File: config.mk
export PLATFORM = sky130hd
export DESIGN_NAME = sync_presence_det
export DESIGN_NICKNAME = d
export VERILOG_FILES = /design/src/rtl/sps_pkg.sv /design/src/rtl/sps_line_meter.sv /design/src/rtl/sps_gap_timer.sv /design/src/rtl/sps_decider.sv /design/src/rtl/sync_presence_det.sv
export SDC_FILE = /design/constraint.sdc
export NUM_CORES = 1
export LEC_CHECK = 0
export ABC_AREA = 1
export BUFFER_PORTS_ARGS = -buffer_cell sky130_fd_sc_hd__clkbuf_2
export CAP_MARGIN = 10
export CELL_PAD_IN_SITES_DETAIL_PLACEMENT = 0
export CELL_PAD_IN_SITES_GLOBAL_PLACEMENT = 1
export CORE_UTILIZATION = 45
export CTS_BUF_LIST = sky130_fd_sc_hd__clkbuf_8
export CTS_CLUSTER_SIZE = 20
export DETAILED_ROUTE_END_ITERATION = 10
export PLACE_DENSITY = 0.89
export SLEW_MARGIN = 20
export SYNTH_ARGS = -nofsm -noshare
export SYNTH_HDL_FRONTEND = slang
export SYNTH_HIERARCHICAL = 1
export SYNTH_SLANG_ARGS = --single-unit
File: constraint.sdc
create_clock -name clk -period 5.7 [get_ports clk]
set_input_delay 0.285 -clock clk [delete_from_list [all_inputs] [get_ports clk]]
set_output_delay 0.285 -clock clk [all_outputs]
set_load 0.02 [all_outputs]
File: src/rtl/sps_pkg.sv
package sps_pkg;

    typedef enum logic [1:0] {
        LK_INVALID = 2'd0,
        LK_BAD     = 2'd1,
        LK_MID     = 2'd2,
        LK_GOOD    = 2'd3
    } line_kind_e;

    typedef enum logic [1:0] {
        ST_NOSYNC = 2'd0,
        ST_LOCKED = 2'd1,
        ST_HOLD   = 2'd2
    } dec_state_e;

endpackage

File: src/rtl/sps_line_meter.sv
module sps_line_meter
    import sps_pkg::*;
#(
    parameter int LINE_CLKS = 7945,
    parameter int HI_PCT    = 91,
    parameter int LO_PCT    = 84
) (
    input  logic       clk,
    input  logic       rst_n,
    input  logic       tip_i,
    input  logic       amp_ok_i,
    output logic       rise_o,
    output logic       ev_valid_o,
    output line_kind_e ev_kind_o
);
    localparam int MIN_P   = LINE_CLKS / 2;
    localparam int MAX_P   = 2 * LINE_CLKS;
    localparam int CNT_MAX = MAX_P + 1;
    localparam int CW      = $clog2(CNT_MAX + 1);
    localparam int PW      = CW + 7;

    logic          tip_q;
    logic          armed;
    logic          amp_q;
    logic [CW-1:0] per_cnt;
    logic [CW-1:0] syn_cnt;
    logic [CW-1:0] free_cnt;
    logic [PW-1:0] free_x;
    logic [PW-1:0] hi_lim;
    logic [PW-1:0] lo_lim;
    line_kind_e    kind_c;

    assign rise_o = tip_i & ~tip_q;

    // Rate the line that closes at this rising edge
    always_comb begin
        free_cnt = per_cnt - syn_cnt;
        free_x   = PW'(free_cnt) * PW'(100);
        hi_lim   = PW'(per_cnt) * PW'(HI_PCT);
        lo_lim   = PW'(per_cnt) * PW'(LO_PCT);
        if (!amp_q || per_cnt < CW'(MIN_P) || per_cnt > CW'(MAX_P))
            kind_c = LK_INVALID;
        else if (free_x >= hi_lim)
            kind_c = LK_GOOD;
        else if (free_x <= lo_lim)
            kind_c = LK_BAD;
        else
            kind_c = LK_MID;
    end

    always_ff @(posedge clk or negedge rst_n) begin
        if (!rst_n) begin
            tip_q      <= 1'b0;
            armed      <= 1'b0;
            amp_q      <= 1'b0;
            per_cnt    <= '0;
            syn_cnt    <= '0;
            ev_valid_o <= 1'b0;
            ev_kind_o  <= LK_INVALID;
        end else begin
            tip_q      <= tip_i;
            ev_valid_o <= 1'b0;
            if (rise_o) begin
                per_cnt <= CW'(1);
                syn_cnt <= CW'(1);
                amp_q   <= amp_ok_i;
                armed   <= 1'b1;
                if (armed) begin
                    ev_valid_o <= 1'b1;
                    ev_kind_o  <= kind_c;
                end
            end else if (per_cnt != CW'(CNT_MAX)) begin
                per_cnt <= per_cnt + 1'b1;
                syn_cnt <= syn_cnt + CW'(tip_i);
            end
        end
    end

endmodule

File: src/rtl/sps_gap_timer.sv
module sps_gap_timer #(
    parameter int MISS_CLKS = 11917
) (
    input  logic clk,
    input  logic rst_n,
    input  logic rise_i,
    output logic miss_o
);
    localparam int TW = $clog2(MISS_CLKS + 1);

    logic [TW-1:0] tmr;

    always_ff @(posedge clk or negedge rst_n) begin
        if (!rst_n) begin
            tmr    <= '0;
            miss_o <= 1'b0;
        end else if (rise_i) begin
            tmr    <= '0;
            miss_o <= 1'b0;
        end else if (tmr == TW'(MISS_CLKS - 1)) begin
            tmr    <= '0;
            miss_o <= 1'b1;
        end else begin
            tmr    <= tmr + 1'b1;
            miss_o <= 1'b0;
        end
    end

endmodule

File: src/rtl/sps_decider.sv
module sps_decider
    import sps_pkg::*;
#(
    parameter int HOLD_LINES = 14,
    parameter int HW         = $clog2(HOLD_LINES + 1)
) (
    input  logic          clk,
    input  logic          rst_n,
    input  logic          ev_valid_i,
    input  line_kind_e    ev_kind_i,
    input  logic          miss_i,
    output logic          flag_o,
    output logic [HW-1:0] hold_cnt_o
);
    dec_state_e    state;
    dec_state_e    state_n;
    logic [HW-1:0] hold_n;
    logic          good;
    logic          loss;

    assign good = ev_valid_i && (ev_kind_i == LK_GOOD);
    assign loss = miss_i ||
                  (ev_valid_i && (ev_kind_i == LK_BAD || ev_kind_i == LK_INVALID));

    always_ff @(posedge clk or negedge rst_n) begin
        if (!rst_n) begin
            state      <= ST_NOSYNC;
            hold_cnt_o <= '0;
        end else begin
            state      <= state_n;
            hold_cnt_o <= hold_n;
        end
    end

    always_comb begin
        state_n = state;
        hold_n  = hold_cnt_o;
        unique case (state)
            ST_NOSYNC: begin
                if (good) state_n = ST_LOCKED;
            end
            ST_LOCKED: begin
                if (loss) begin
                    state_n = ST_HOLD;
                    hold_n  = HW'(1);
                end
            end
            ST_HOLD: begin
                if (good) begin
                    state_n = ST_LOCKED;
                    hold_n  = '0;
                end else if (loss) begin
                    if (hold_cnt_o == HW'(HOLD_LINES - 1)) begin
                        state_n = ST_NOSYNC;
                        hold_n  = '0;
                    end else begin
                        hold_n = hold_cnt_o + 1'b1;
                    end
                end
            end
            default: begin
                state_n = ST_NOSYNC;
                hold_n  = '0;
            end
        endcase
    end

    always_comb begin
        flag_o = (state != ST_NOSYNC);
    end

endmodule

File: src/rtl/sync_presence_det.sv
module sync_presence_det
    import sps_pkg::*;
#(
    parameter int LINE_CLKS  = 7945,
    parameter int HOLD_LINES = 14,
    parameter int HI_PCT     = 91,
    parameter int LO_PCT     = 84
) (
    input  logic       clk,
    input  logic       rst_n,
    input  logic       tip_i,
    input  logic       amp_ok_i,
    output logic       sync_flag_o,
    output logic [7:0] status_o
);
    localparam int MISS_CLKS = LINE_CLKS + LINE_CLKS / 2;
    localparam int HW        = $clog2(HOLD_LINES + 1);
    localparam int SYNC_BIT  = 5;

    logic          rise;
    logic          ev_valid;
    line_kind_e    ev_kind;
    logic          miss_ev;
    logic [HW-1:0] hold_cnt;

    sps_line_meter #(
        .LINE_CLKS(LINE_CLKS),
        .HI_PCT   (HI_PCT),
        .LO_PCT   (LO_PCT)
    ) u_meter (
        .clk       (clk),
        .rst_n     (rst_n),
        .tip_i     (tip_i),
        .amp_ok_i  (amp_ok_i),
        .rise_o    (rise),
        .ev_valid_o(ev_valid),
        .ev_kind_o (ev_kind)
    );

    sps_gap_timer #(
        .MISS_CLKS(MISS_CLKS)
    ) u_gap (
        .clk   (clk),
        .rst_n (rst_n),
        .rise_i(rise),
        .miss_o(miss_ev)
    );

    sps_decider #(
        .HOLD_LINES(HOLD_LINES),
        .HW        (HW)
    ) u_dec (
        .clk       (clk),
        .rst_n     (rst_n),
        .ev_valid_i(ev_valid),
        .ev_kind_i (ev_kind),
        .miss_i    (miss_ev),
        .flag_o    (sync_flag_o),
        .hold_cnt_o(hold_cnt)
    );

    always_comb begin
        status_o           = '0;
        status_o[SYNC_BIT] = sync_flag_o;
    end

endmodule

==> summary.md <==
| Metric | Value |
|---|---|
| Sequential share of the synthesized area | 15.0% |
| Cts hold-fix bufs | 0 |
| Most frequent CP cell | nand2_1 |
| Core Area | between 15,000 and 20,000 µm² |
| Die height | 145 µm |
| Leading area contributor after synthesis | ha_1 |
| Worst hold path class | in2async |
| Final non-filler cell total | ~1,500 |
| Most common cell in the netlist | nand2_1 |
| Root buffer cell | clkbuf_8 |
| Slowest stage delay, CP | 0.57 ns |
| Post-synth ARST share | 100% |
| Avg Inst Size Synth | approximately 7.6 µm² |
| Critical path startpoint category | register |
| Synth top area cells | ha_1 (24%), dfrtp_1 (15%), fa_1 (11%), nand2_1 (10%), inv_1 (9.3%) |
| Drt wl/cell | around 14 µm |
| Fin crit share | 95.1% |
| H-Tree Depth | 2 |
| GRT Total Usage | 21.9% |
| Max Cap Viol | 0 |
| Clk_skew | around 0.013 ns |
| Final nets | about 1,500 |
| N_diodes | 0 |
| Final setup viols | 0 |
| Synth top area share | 24.1% |
| Clock Latency Late Sink | roughly 0.35 ns |
| CTS tree | yes |
| PortBufs | 5 |
| Area of the die | between 20,000 and 25,000 µm² |
| Placed cells | 1,491 |
| Slew Limit Fails | 0 |
| Starting density of the core | a little under half |
| Clock slew at reported path FFs | roughly 0.12 ns |
| Gr ovfl total | 0 |
| Slowest CP cell | fa_1 |
| Largest fanout on the critical path | 5 |
| Commonest cells in the netlist | nand2_1 (244), inv_1 (227), ha_1 (176) |
| Clk buf depth | 2 |
| Run status | finished clean |
| Final hold vios | 0 |
| Slew Limit Headroom | about half |
| DRT antenna net count | 0 |
| Fill count | between 1,500 and 2,000 |
| Drt first pass iters | 5 |
| Cell Area, Synth | slightly above 9000 µm² |
| Post-synth cell types | 51 |
| Row cnt | 51 |
| Vias | just under 8,000 |
| Worst Path Required | 5.96 ns |
| # IOs | 13 |
| Dpl hpwl | roughly 19,000 µm |
| Initial antenna violation count | 0 |
| Yosys reg bits | 55 |
| Cells after Synth | 1,209 |
| Die width | approximately 140 µm |
| CP Capture Type | register |
| Layout cells sized above 1 | a little under a tenth |
| Detailed Route Iter0 Violations | ~410 |
| Vias in the first global route | roughly 7,400 |
| Yosys warns | 6 |
| DRC Markers | 0 |
| Total CTS buffers | 5 |
| Achievable frequency | between 150 and 200 MHz |
| Post-synth top flop | dfrtp_1 |
| Min Tclk post-route | 5.42 ns |
| Final core utilization | 50.0% |
| Data arrival, critical path | around 5.7 ns |
| Final wirelength | about 22,000 µm |
| Pin count of the biggest net entering global routing | 56 |
| Layout area overhead | 7.71% |
| CP Class | reg2reg |
| First-pass GRT wire length | 35,500 µm |
| Via density | ~5.2 |
| CTS Sinks | 55 |
| Number of synthesized flops with an enable pin | 0 |
| Least-Margin Pin Slew | around 0.74 ns |
| GPL Wtd Cong | just under 0.9 |
-- area by class of cell --
cell class / instances / area (µm²) / area share [%]
clock buffer: 5 / 68.8 / 0.698
clock inverter: 3 / 22.5 / 0.229
inverter: 230 / 863 / 8.76
multi-input combinational: 917 / 6980 / 70.8
sequential: 55 / 1380 / 14.0
tap: 265 / 332 / 3.37
timing repair buffer: 30 / 213 / 2.16
-- worst paths after layout --
check                                        start              endpoint  slack [ns]  cells past startpoint
worst max-delay path            u_meter/per_cnt[0]  u_meter/ev_kind_o[1]        0.28                     32
worst min-delay path                         rst_n    u_meter/syn_cnt[7]        0.06                      2
worst max register to register  u_meter/per_cnt[0]  u_meter/ev_kind_o[1]        0.28                     32
worst min register to register       u_meter/armed         u_meter/armed        0.47                      2
max in group asynchronous                    rst_n    u_meter/syn_cnt[1]        5.11                      2
min in group clk                             tip_i         u_meter/tip_q        0.08                      1
-- worst max-delay path: cells and delay by family (launching register included) --
family                   cells  cell delay [ns]
flip-flops                   1             0.38
adder cells (fa/ha/maj)      6             2.01
AO/OA/AOI/OAI                7             1.00
XOR/XNOR                     3             0.60
AND/OR/NAND/NOR             14             1.20
buffers and inverters        2             0.15
-- cell families after synthesis --
family / count (synthesis) / synth area share (%)
buf+inv: 243 / 10.4
other cells: 1 / 0.0410
fa+ha+maj: 226 / 35.0
simple gates: 462 / 22.9
flops: 55 / 15.0
compound gates: 162 / 10.5
xor+xnor: 60 / 6.11
-- routing by layer --
layer	share of wire, %	global-route usage [%]	vias to the layer above
met1	49	30.6	3664
met3	3.4	3.31	27
met5	0	0	-
li1	-	-	3990
met2	45	35.2	137
met4	2.3	5.54	0
-- state kept, by name, indices dropped and copies added (netlist names) --
name,cells
u_dec/hold_cnt_o,4
u_meter/armed,1
u_meter/ev_kind_o,2
u_meter/syn_cnt,14
u_meter/amp_q,1
u_gap/miss_o,1
u_gap/tmr,14
u_dec/state,2
u_meter/tip_q,1
u_meter/per_cnt,14
u_meter/ev_valid_o,1
-- per-stage QoR --
stage,worst slack [ns],TNS [ns],hold WS [ns],cell area [µm²]
3_5_place_dp,0.142,0,0.437,9590
3_3_place_gp,0.251,0,0.435,9590
2_1_floorplan,0.312,0,-0.0106,9170
4_1_cts,0.116,0,0.0742,9680
5_1_grt,-0.0582,-0.0950,0.0498,9850
6_report,0.278,0,0.0649,9850
-- what timing repair did --
action | 4_1_cts | 5_1_grt
setup endpoints to repair | 0 | 2
resized for setup | 0 | 27
buffers inserted | 0 | 6
-- placed cells by master (no fill, tap or decap), types with 18 or more instances in the layout --
master and instances:
nor2_1 64, buf_4 25, nand2_1 243, dfrtp_1 53, nand4_1 24, inv_1 226
nand3_1 69, a31oi_1 18, ha_1 170, xor2_1 32, a21oi_1 72, fa_1 49
xnor2_1 22, o21ai_0 27
Power is left out: the tool's default activity adds up to more than one toggle a clock period on the data nets, which glitch-free logic cannot reach.
